--- config.mk ---
export PLATFORM = sky130hd
export DESIGN_NAME = irrx_regs
export DESIGN_NICKNAME = d
export VERILOG_FILES = /design/src/rtl/irrx_pkg.sv /design/src/rtl/irrx_fifo.sv /design/src/rtl/irrx_flags.sv /design/src/rtl/irrx_regs.sv
export SDC_FILE = /design/constraint.sdc
export NUM_CORES = 1
export LEC_CHECK = 0
export BUFFER_PORTS_ARGS = -buffer_cell sky130_fd_sc_hd__buf_4
export CORE_ASPECT_RATIO = 1.2
export CORE_MARGIN = 3
export CORE_UTILIZATION = 40
export CTS_BUF_LIST = sky130_fd_sc_hd__clkbuf_4 sky130_fd_sc_hd__clkbuf_8
export DETAILED_ROUTE_END_ITERATION = 7
export PLACE_DENSITY = 0.67
export SYNTH_ARGS = -nofsm -noshare
export SYNTH_HDL_FRONTEND = slang
export SYNTH_SLANG_ARGS = --single-unit
--- constraint.sdc ---
create_clock -name clk -period 3.4 [get_ports clk]
set_clock_uncertainty 0.2 [all_clocks]
set_input_delay 0.17 -clock clk [delete_from_list [all_inputs] [get_ports clk]]
set_output_delay 0.17 -clock clk [all_outputs]
set_load 0.01 [all_outputs]
--- src/rtl/irrx_pkg.sv ---
`timescale 1ns/1ps
package irrx_pkg;
  localparam logic [7:0] OFS_CTRL  = 8'h00;
  localparam logic [7:0] OFS_RXCFG = 8'h10;
  localparam logic [7:0] OFS_DATA  = 8'h20;
  localparam logic [7:0] OFS_IEN   = 8'h2C;
  localparam logic [7:0] OFS_STAT  = 8'h30;
  localparam logic [7:0] OFS_SMP   = 8'h34;

  localparam int NFLAG  = 3;
  localparam int FL_OVF = 0;
  localparam int FL_PKT = 1;
  localparam int FL_AVL = 2;

  // place the internal flags and occupancy in the status word
  function automatic logic [31:0] pack_status(logic [NFLAG-1:0] f, logic [5:0] cnt);
    return {18'b0, cnt, 3'b0, f[FL_AVL], 2'b0, f[FL_PKT], f[FL_OVF]};
  endfunction

  // written low byte of the status register -> internal clear mask
  function automatic logic [NFLAG-1:0] w1c_mask(logic [7:0] wb);
    return {wb[4], wb[1], wb[0]};
  endfunction

  // enable register field bits 0,1,4 -> internal enable vector
  function automatic logic [NFLAG-1:0] ien_bits(logic [31:0] w);
    return {w[4], w[1], w[0]};
  endfunction

  // programmed field holds level minus one
  function automatic int trig_level(logic [3:0] fld);
    return int'(fld) + 1;
  endfunction
endpackage

--- src/rtl/irrx_fifo.sv ---
`timescale 1ns/1ps
module irrx_fifo #(
  parameter int DEPTH = 16,
  parameter int W     = 8,
  localparam int CNT_W = $clog2(DEPTH + 1),
  localparam int PTR_W = $clog2(DEPTH)
) (
  input  logic             clk,
  input  logic             rst_n,
  input  logic             flush,
  input  logic             push,
  input  logic             pop,
  input  logic [W-1:0]     din,
  output logic [W-1:0]     dout,
  output logic [CNT_W-1:0] cnt,
  output logic [CNT_W-1:0] cnt_nxt,
  output logic             push_ok,
  output logic             push_drop,
  output logic             pop_ok
);
  logic [W-1:0]     mem [DEPTH];
  logic [PTR_W-1:0] wp, rp;
  logic             full, empty;

  function automatic logic [PTR_W-1:0] ptr_inc(logic [PTR_W-1:0] p);
    return (int'(p) == DEPTH - 1) ? '0 : p + 1'b1;
  endfunction

  assign full      = (cnt == CNT_W'(DEPTH));
  assign empty     = (cnt == '0);
  assign push_ok   = push && !full && !flush;
  assign push_drop = push && full && !flush;
  assign pop_ok    = pop && !empty && !flush;
  assign dout      = empty ? '0 : mem[rp];
  assign cnt_nxt   = flush ? '0 : cnt + CNT_W'(push_ok) - CNT_W'(pop_ok);

  always_ff @(posedge clk) begin
    if (!rst_n || flush) begin
      wp  <= '0;
      rp  <= '0;
      cnt <= '0;
    end else begin
      if (push_ok) wp <= ptr_inc(wp);
      if (pop_ok)  rp <= ptr_inc(rp);
      cnt <= cnt_nxt;
    end
  end

  always_ff @(posedge clk) begin
    if (push_ok) mem[wp] <= din;
  end
endmodule

--- src/rtl/irrx_flags.sv ---
`timescale 1ns/1ps
module irrx_flags #(
  parameter int N = 3
) (
  input  logic         clk,
  input  logic         rst_n,
  input  logic [N-1:0] set,
  input  logic [N-1:0] clr,
  output logic [N-1:0] flags
);
  for (genvar i = 0; i < N; i++) begin : g_flag
    always_ff @(posedge clk) begin
      if (!rst_n)      flags[i] <= 1'b0;
      else if (set[i]) flags[i] <= 1'b1;
      else if (clr[i]) flags[i] <= 1'b0;
    end
  end
endmodule

--- src/rtl/irrx_regs.sv ---
`timescale 1ns/1ps
module irrx_regs
  import irrx_pkg::*;
#(
  parameter int FIFO_DEPTH = 16,
  parameter int BYTE_W     = 8,
  parameter int ADDR_W     = 8,
  parameter int BUS_W      = 32,
  localparam int CNT_W     = $clog2(FIFO_DEPTH + 1)
) (
  input  logic              clk,
  input  logic              rst_n,
  input  logic [ADDR_W-1:0] bus_addr,
  input  logic [BUS_W-1:0]  bus_wdata,
  input  logic              bus_we,
  input  logic              bus_re,
  output logic [BUS_W-1:0]  bus_rdata,
  input  logic              smp_valid,
  input  logic [BYTE_W-1:0] smp_byte,
  input  logic              smp_pkt_end,
  output logic              irq,
  output logic              cfg_global_en,
  output logic              cfg_rx_en,
  output logic [1:0]        cfg_mode,
  output logic              cfg_invert,
  output logic [5:0]        cfg_noise_thr,
  output logic [7:0]        cfg_idle_thr
);
  logic [NFLAG-1:0]  ien, flags, flag_set, flag_clr;
  logic [3:0]        ien_lvl;
  logic [BYTE_W-1:0] fifo_dout;
  logic [CNT_W-1:0]  fifo_cnt, cnt_nxt;
  logic              push_ok, push_drop, pop_ok;

  // named events for the checker
  logic rx_active, fifo_push, data_rd, da_cross;
  logic wr_ctrl, wr_rxcfg, wr_ien, wr_stat, wr_smp;

  assign rx_active = cfg_global_en && cfg_rx_en;
  assign fifo_push = smp_valid && rx_active;
  assign data_rd   = bus_re && (bus_addr == ADDR_W'(OFS_DATA));
  assign wr_ctrl   = bus_we && (bus_addr == ADDR_W'(OFS_CTRL));
  assign wr_rxcfg  = bus_we && (bus_addr == ADDR_W'(OFS_RXCFG));
  assign wr_ien    = bus_we && (bus_addr == ADDR_W'(OFS_IEN));
  assign wr_stat   = bus_we && (bus_addr == ADDR_W'(OFS_STAT));
  assign wr_smp    = bus_we && (bus_addr == ADDR_W'(OFS_SMP));

  always_ff @(posedge clk) begin
    if (!rst_n) begin
      cfg_global_en <= 1'b0;
      cfg_rx_en     <= 1'b0;
      cfg_mode      <= '0;
      cfg_invert    <= 1'b0;
      cfg_noise_thr <= '0;
      cfg_idle_thr  <= '0;
      ien           <= '0;
      ien_lvl       <= '0;
    end else begin
      if (wr_ctrl) begin
        cfg_global_en <= bus_wdata[0];
        cfg_rx_en     <= bus_wdata[1];
        cfg_mode      <= bus_wdata[5:4];
      end
      if (wr_rxcfg) cfg_invert <= bus_wdata[2];
      if (wr_smp) begin
        cfg_noise_thr <= bus_wdata[7:2];
        cfg_idle_thr  <= bus_wdata[15:8];
      end
      if (wr_ien) begin
        ien     <= ien_bits(32'(bus_wdata));
        ien_lvl <= bus_wdata[11:8];
      end
    end
  end

  irrx_fifo #(.DEPTH(FIFO_DEPTH), .W(BYTE_W)) u_fifo (
    .clk       (clk),
    .rst_n     (rst_n),
    .flush     (!cfg_rx_en),
    .push      (fifo_push),
    .pop       (data_rd),
    .din       (smp_byte),
    .dout      (fifo_dout),
    .cnt       (fifo_cnt),
    .cnt_nxt   (cnt_nxt),
    .push_ok   (push_ok),
    .push_drop (push_drop),
    .pop_ok    (pop_ok)
  );

  assign da_cross = (int'(cnt_nxt) >= trig_level(ien_lvl)) &&
                    (int'(fifo_cnt) < trig_level(ien_lvl));

  always_comb begin
    flag_set         = '0;
    flag_set[FL_OVF] = push_drop;
    flag_set[FL_PKT] = smp_pkt_end && rx_active;
    flag_set[FL_AVL] = da_cross;
    flag_clr         = wr_stat ? w1c_mask(bus_wdata[7:0]) : '0;
  end

  irrx_flags #(.N(NFLAG)) u_flags (
    .clk   (clk),
    .rst_n (rst_n),
    .set   (flag_set),
    .clr   (flag_clr),
    .flags (flags)
  );

  assign irq = |(flags & ien);

  always_comb begin
    logic [31:0] w;
    w = '0;
    if (bus_re) begin
      case (bus_addr)
        ADDR_W'(OFS_CTRL):  w = {26'b0, cfg_mode, 2'b0, cfg_rx_en, cfg_global_en};
        ADDR_W'(OFS_RXCFG): w = {29'b0, cfg_invert, 2'b0};
        ADDR_W'(OFS_DATA):  w = 32'(fifo_dout);
        ADDR_W'(OFS_IEN):   w = {20'b0, ien_lvl, 3'b0, ien[FL_AVL], 2'b0, ien[FL_PKT], ien[FL_OVF]};
        ADDR_W'(OFS_STAT):  w = pack_status(flags, 6'(fifo_cnt));
        ADDR_W'(OFS_SMP):   w = {16'b0, cfg_idle_thr, cfg_noise_thr, 2'b0};
        default:            w = '0;
      endcase
    end
    bus_rdata = BUS_W'(w);
  end
endmodule

==> out/metrics.yaml <==
floorplanning:
  pin_count: 106
  start_util_pct: 40.9
  die_height_um: 158
  die-area_mm2: 0.0211
  die_w_um: 133
  coreArea_mm2: 0.0189
  fp-row-count: 55
worst_setup_path:
  crit_fanout: 2
  r2r_start: "u_fifo.cnt[2]$_SDFF_PP0_"
  crit_path_cell_trace: "inv_2, ha_2, or4b_4, nand3_2, nor3_1, ha_1, inv_1, ha_2, inv_2, fa_2, nand2b_4, a21oi_2, o21a_1, nor3_1, ha_1, a21oi_1, o21ai_1, a32o_1"
  critPathCaptureType: "register"
  crit_start: "u_fifo.cnt[2]$_SDFF_PP0_"
  crit_type: "register to register"
  worst_ep_required_time_ns: 3.55
  ff2ff_path_depth: 18
  arrival_ns: 3.74
  reg2reg_to: "u_flags.flags[2]$_SDFFE_PN0P_"
  r2r_slack_ns: -0.19
  critPathSlowestCell: "or4b_4"
  cpPeakStageDelay_ns: 0.47
  crit_path_start_kind: "register"
timing:
  tightest_slew_ns: 0.825
  rsz0062_at_grt: "yes"
  setup_ws_ns: -0.189
  setup_viol: 1
  finalCritPeriodShare_pct: 106
  max_freq_mhz: 279
  finalMaxSlewViolations: 0
  hold_slack_ns: 0.0428
  maxSlewHeadroom_pct: 44.6
  hold_viol: 0
  fin_crit_ns: 3.59
logic_synthesis:
  synthArstFlopShare_pct: 0
  ys_ff_latch: 174
  yosysWarnings: 0
  synth_cell_type_count: 57
  avgSynthCellArea_um2: 14.0
  ys.flop_type: "edfxtp_1"
  synth_area_mm2: 0.00775
  synthTopCellsByArea: "edfxtp_1 50%, dfxtp_1 12%, mux4_2 9.9%"
  synth_top_cell_by_area: "edfxtp_1"
  synth_top_area_share_pct: 49.6
  synth_edf_count: 128
  ys_seq_area_share_pct: 61.5
  syn_inst: 555
finish:
  instances_no_fill: 962
  num-nets-final: 769
  nFillCells: 1591
  area_delta_synth_final_pct: 22.3
  n_antenna_cell: 0
  final_util_pct: 50.1
  drive_above_1_share_pct: 32.3
cts:
  tritoncts: "yes"
  cts_made_buffers: 17
  clk_pin_slew_ns: 0.09
  cts_sinks: 174
  ctsResizeCount: 0
  root_buffer: "clkbuf_8"
  clk_latency_ns: 0.46
  cts_max_path_buffers: 2
  htreeDepth: 4
global_route:
  grt_pass1_wl_um: 28600
  gr-total-overflow: 0
  antenna_found_initial: 0
  grt_pass1_vias: 5217
  grt_usage_pct: 17.7
  grt_max_degree: 33
routing:
  wl_met1_um: 7490
  vias_per_cell: 5.32
  wl_met2_um: 9390
  vias: 5119
  wl_per_cell_um: 19.1
  routed-wl-met3_um: 992
  antenna_left: 0
  drt_pass1_iterations: 5
  wl_um: 18300
  drt-initial-drc-count: 229
  routed.top_layer: "met4"
  drc: 0
place:
  post-place-ws_ns: -0.194
  port_buffers: 73
  placedCellCount: 899
  dpl.hpwl_um: 13100
  routabilityCongestion: 0.860
run:
  cap_viol_max_count: 0
hold_path:
  holdPathStages: 4
  hp-class: "primary input to register"
  worstHoldStart: "smp_valid"
  min_to: "u_fifo.wp[3]$_SDFFE_PP0N_"
power_and_ir_drop:
  powerDensity_mw_per_mm2: 402
  vdd_ir_drop_max_v: 0.000233
  p_leak_nw: 3.30
status:
  violations: "setup timing"
  status: "complete, but fails checks"
[logic make-up (layout without fill, tap and decap cells)]
| group | Yosys count | count (layout) | synth area share, % |
|---|---|---|---|
| DFF | 174 | 174 | 61.5 |
| muxes | 40 | 40 | 10.7 |
| xor gates and xnor gates | 6 | 6 | 0.678 |
| buffers and inverters | 64 | 200 | 4.38 |
| and+or+nand+nor | 150 | 150 | 10.1 |
| AOI/OAI and AO/OA | 98 | 98 | 8.95 |
| other | 1 | 16 | 0.0484 |
| adders and majority gates | 22 | 22 | 3.65 |
[metal layers]
metal | GRT usage, % | vias to the layer above
met3 | 4.08 | 39
li1 | - | 2368
met5 | 0 | -
met2 | 31.4 | 172
met4 | 7.43 | 0
met1 | 20.8 | 2540
[sequential cells by signal (all words and copies together) (netlist names), 2 cells and up, named ones only]
| name | cells |
|---|---|
| ien_lvl | 4 |
| cfg_noise_thr | 6 |
| ien | 3 |
| cfg_idle_thr | 8 |
| u_fifo.rp | 4 |
| u_flags.flags | 3 |
| u_fifo.mem | 128 |
| u_fifo.cnt | 5 |
| u_fifo.wp | 4 |
| cfg_mode | 2 |
[where the power goes]
| part | switching (mW) | total, mW | internal [mW] | leakage, nW |
|---|---|---|---|---|
| clock network | 0.771 | 1.40 | 0.634 | 0.188 |
| registers | 0.000421 | 2.27 | 2.27 | 1.52 |
| logic | 0.0780 | 0.138 | 0.0601 | 1.59 |
| total | 0.849 | 3.81 | 2.96 | 3.30 |
[worst max path at each step]
stage / to / cells past startpoint
finish: u_flags.flags[2]$_SDFFE_PN0P_ / 18
global route: u_flags.flags[2]$_SDFFE_PN0P_ / 18
CTS: u_flags.flags[2]$_SDFFE_PN0P_ / 18
detailed placement: u_flags.flags[2]$_SDFFE_PN0P_ / 18
global placement: u_flags.flags[2]$_SDFFE_PN0P_ / 18
floorplan: u_flags.flags[2]$_SDFFE_PN0P_ / 18
[stage by stage]
stage	cell area, um^2	TNS [ns]	power [mW]
2_1_floorplan	7840	-0.0254	2.37
3_3_place_gp	8780	-0.145	2.43
3_5_place_dp	8780	-0.194	2.43
4_1_cts	9480	-0.201	3.84
5_1_grt	9480	-0.383	3.94
6_report	9480	-0.189	3.81
[what timing repair did]
item / 4_1_cts / 5_1_grt
endpoints found under the hold margin: 163 / 0
buffers inserted: 1 / 0
endpoints found under the setup margin: 1 / 1
hold buffers: 30 / 0
pin swaps: 1 / 0
[critical path: cells and delay by family, from the launching register on]
family | cells | cell delay [ns]
AOI/OAI and AO/OA | 5 | 0.72
adders and majority gates | 5 | 1.27
buffers and inverters | 3 | 0.16
DFF | 1 | 0.33
and+or+nand+nor | 5 | 0.83
[cell type report]
type / count / area (um^2) / area share (%)
flip-flops and latches: 174 / 4770 / 50.3
multi-input cells: 332 / 2730 / 28.8
repair buffers: 149 / 1190 / 12.6
well taps: 256 / 320 / 3.38
clock buffers: 19 / 262 / 2.76
clock inverters: 13 / 129 / 1.36
inverters: 19 / 71.3 / 0.753
[cell usage after synthesis, drive strengths merged, types with 9 or more instances]
library cell    n
edfxtp        128
a21oi          36
nand3          21
nor3           11
mux4           34
ha             21
dfxtp          46
nand2          49
clkbuf         18
nor2           32
o21ai           9
inv            18
a22oi          16
buf            27
[cell usage in the layout, fill, tap and decap left out, drive strengths merged, types with 19 or more instances in the layout]
cell type | Yosys | routed
a21oi | 36 | 36
buf | 27 | 119
clkbuf | 18 | 19
dfxtp | 46 | 46
dlygate4sd3 | 0 | 30
edfxtp | 128 | 128
ha | 21 | 21
inv | 18 | 24
mux4 | 34 | 34
nand2 | 49 | 49
nand3 | 21 | 21
nor2 | 32 | 32
(Power assumes the default switching activity.)
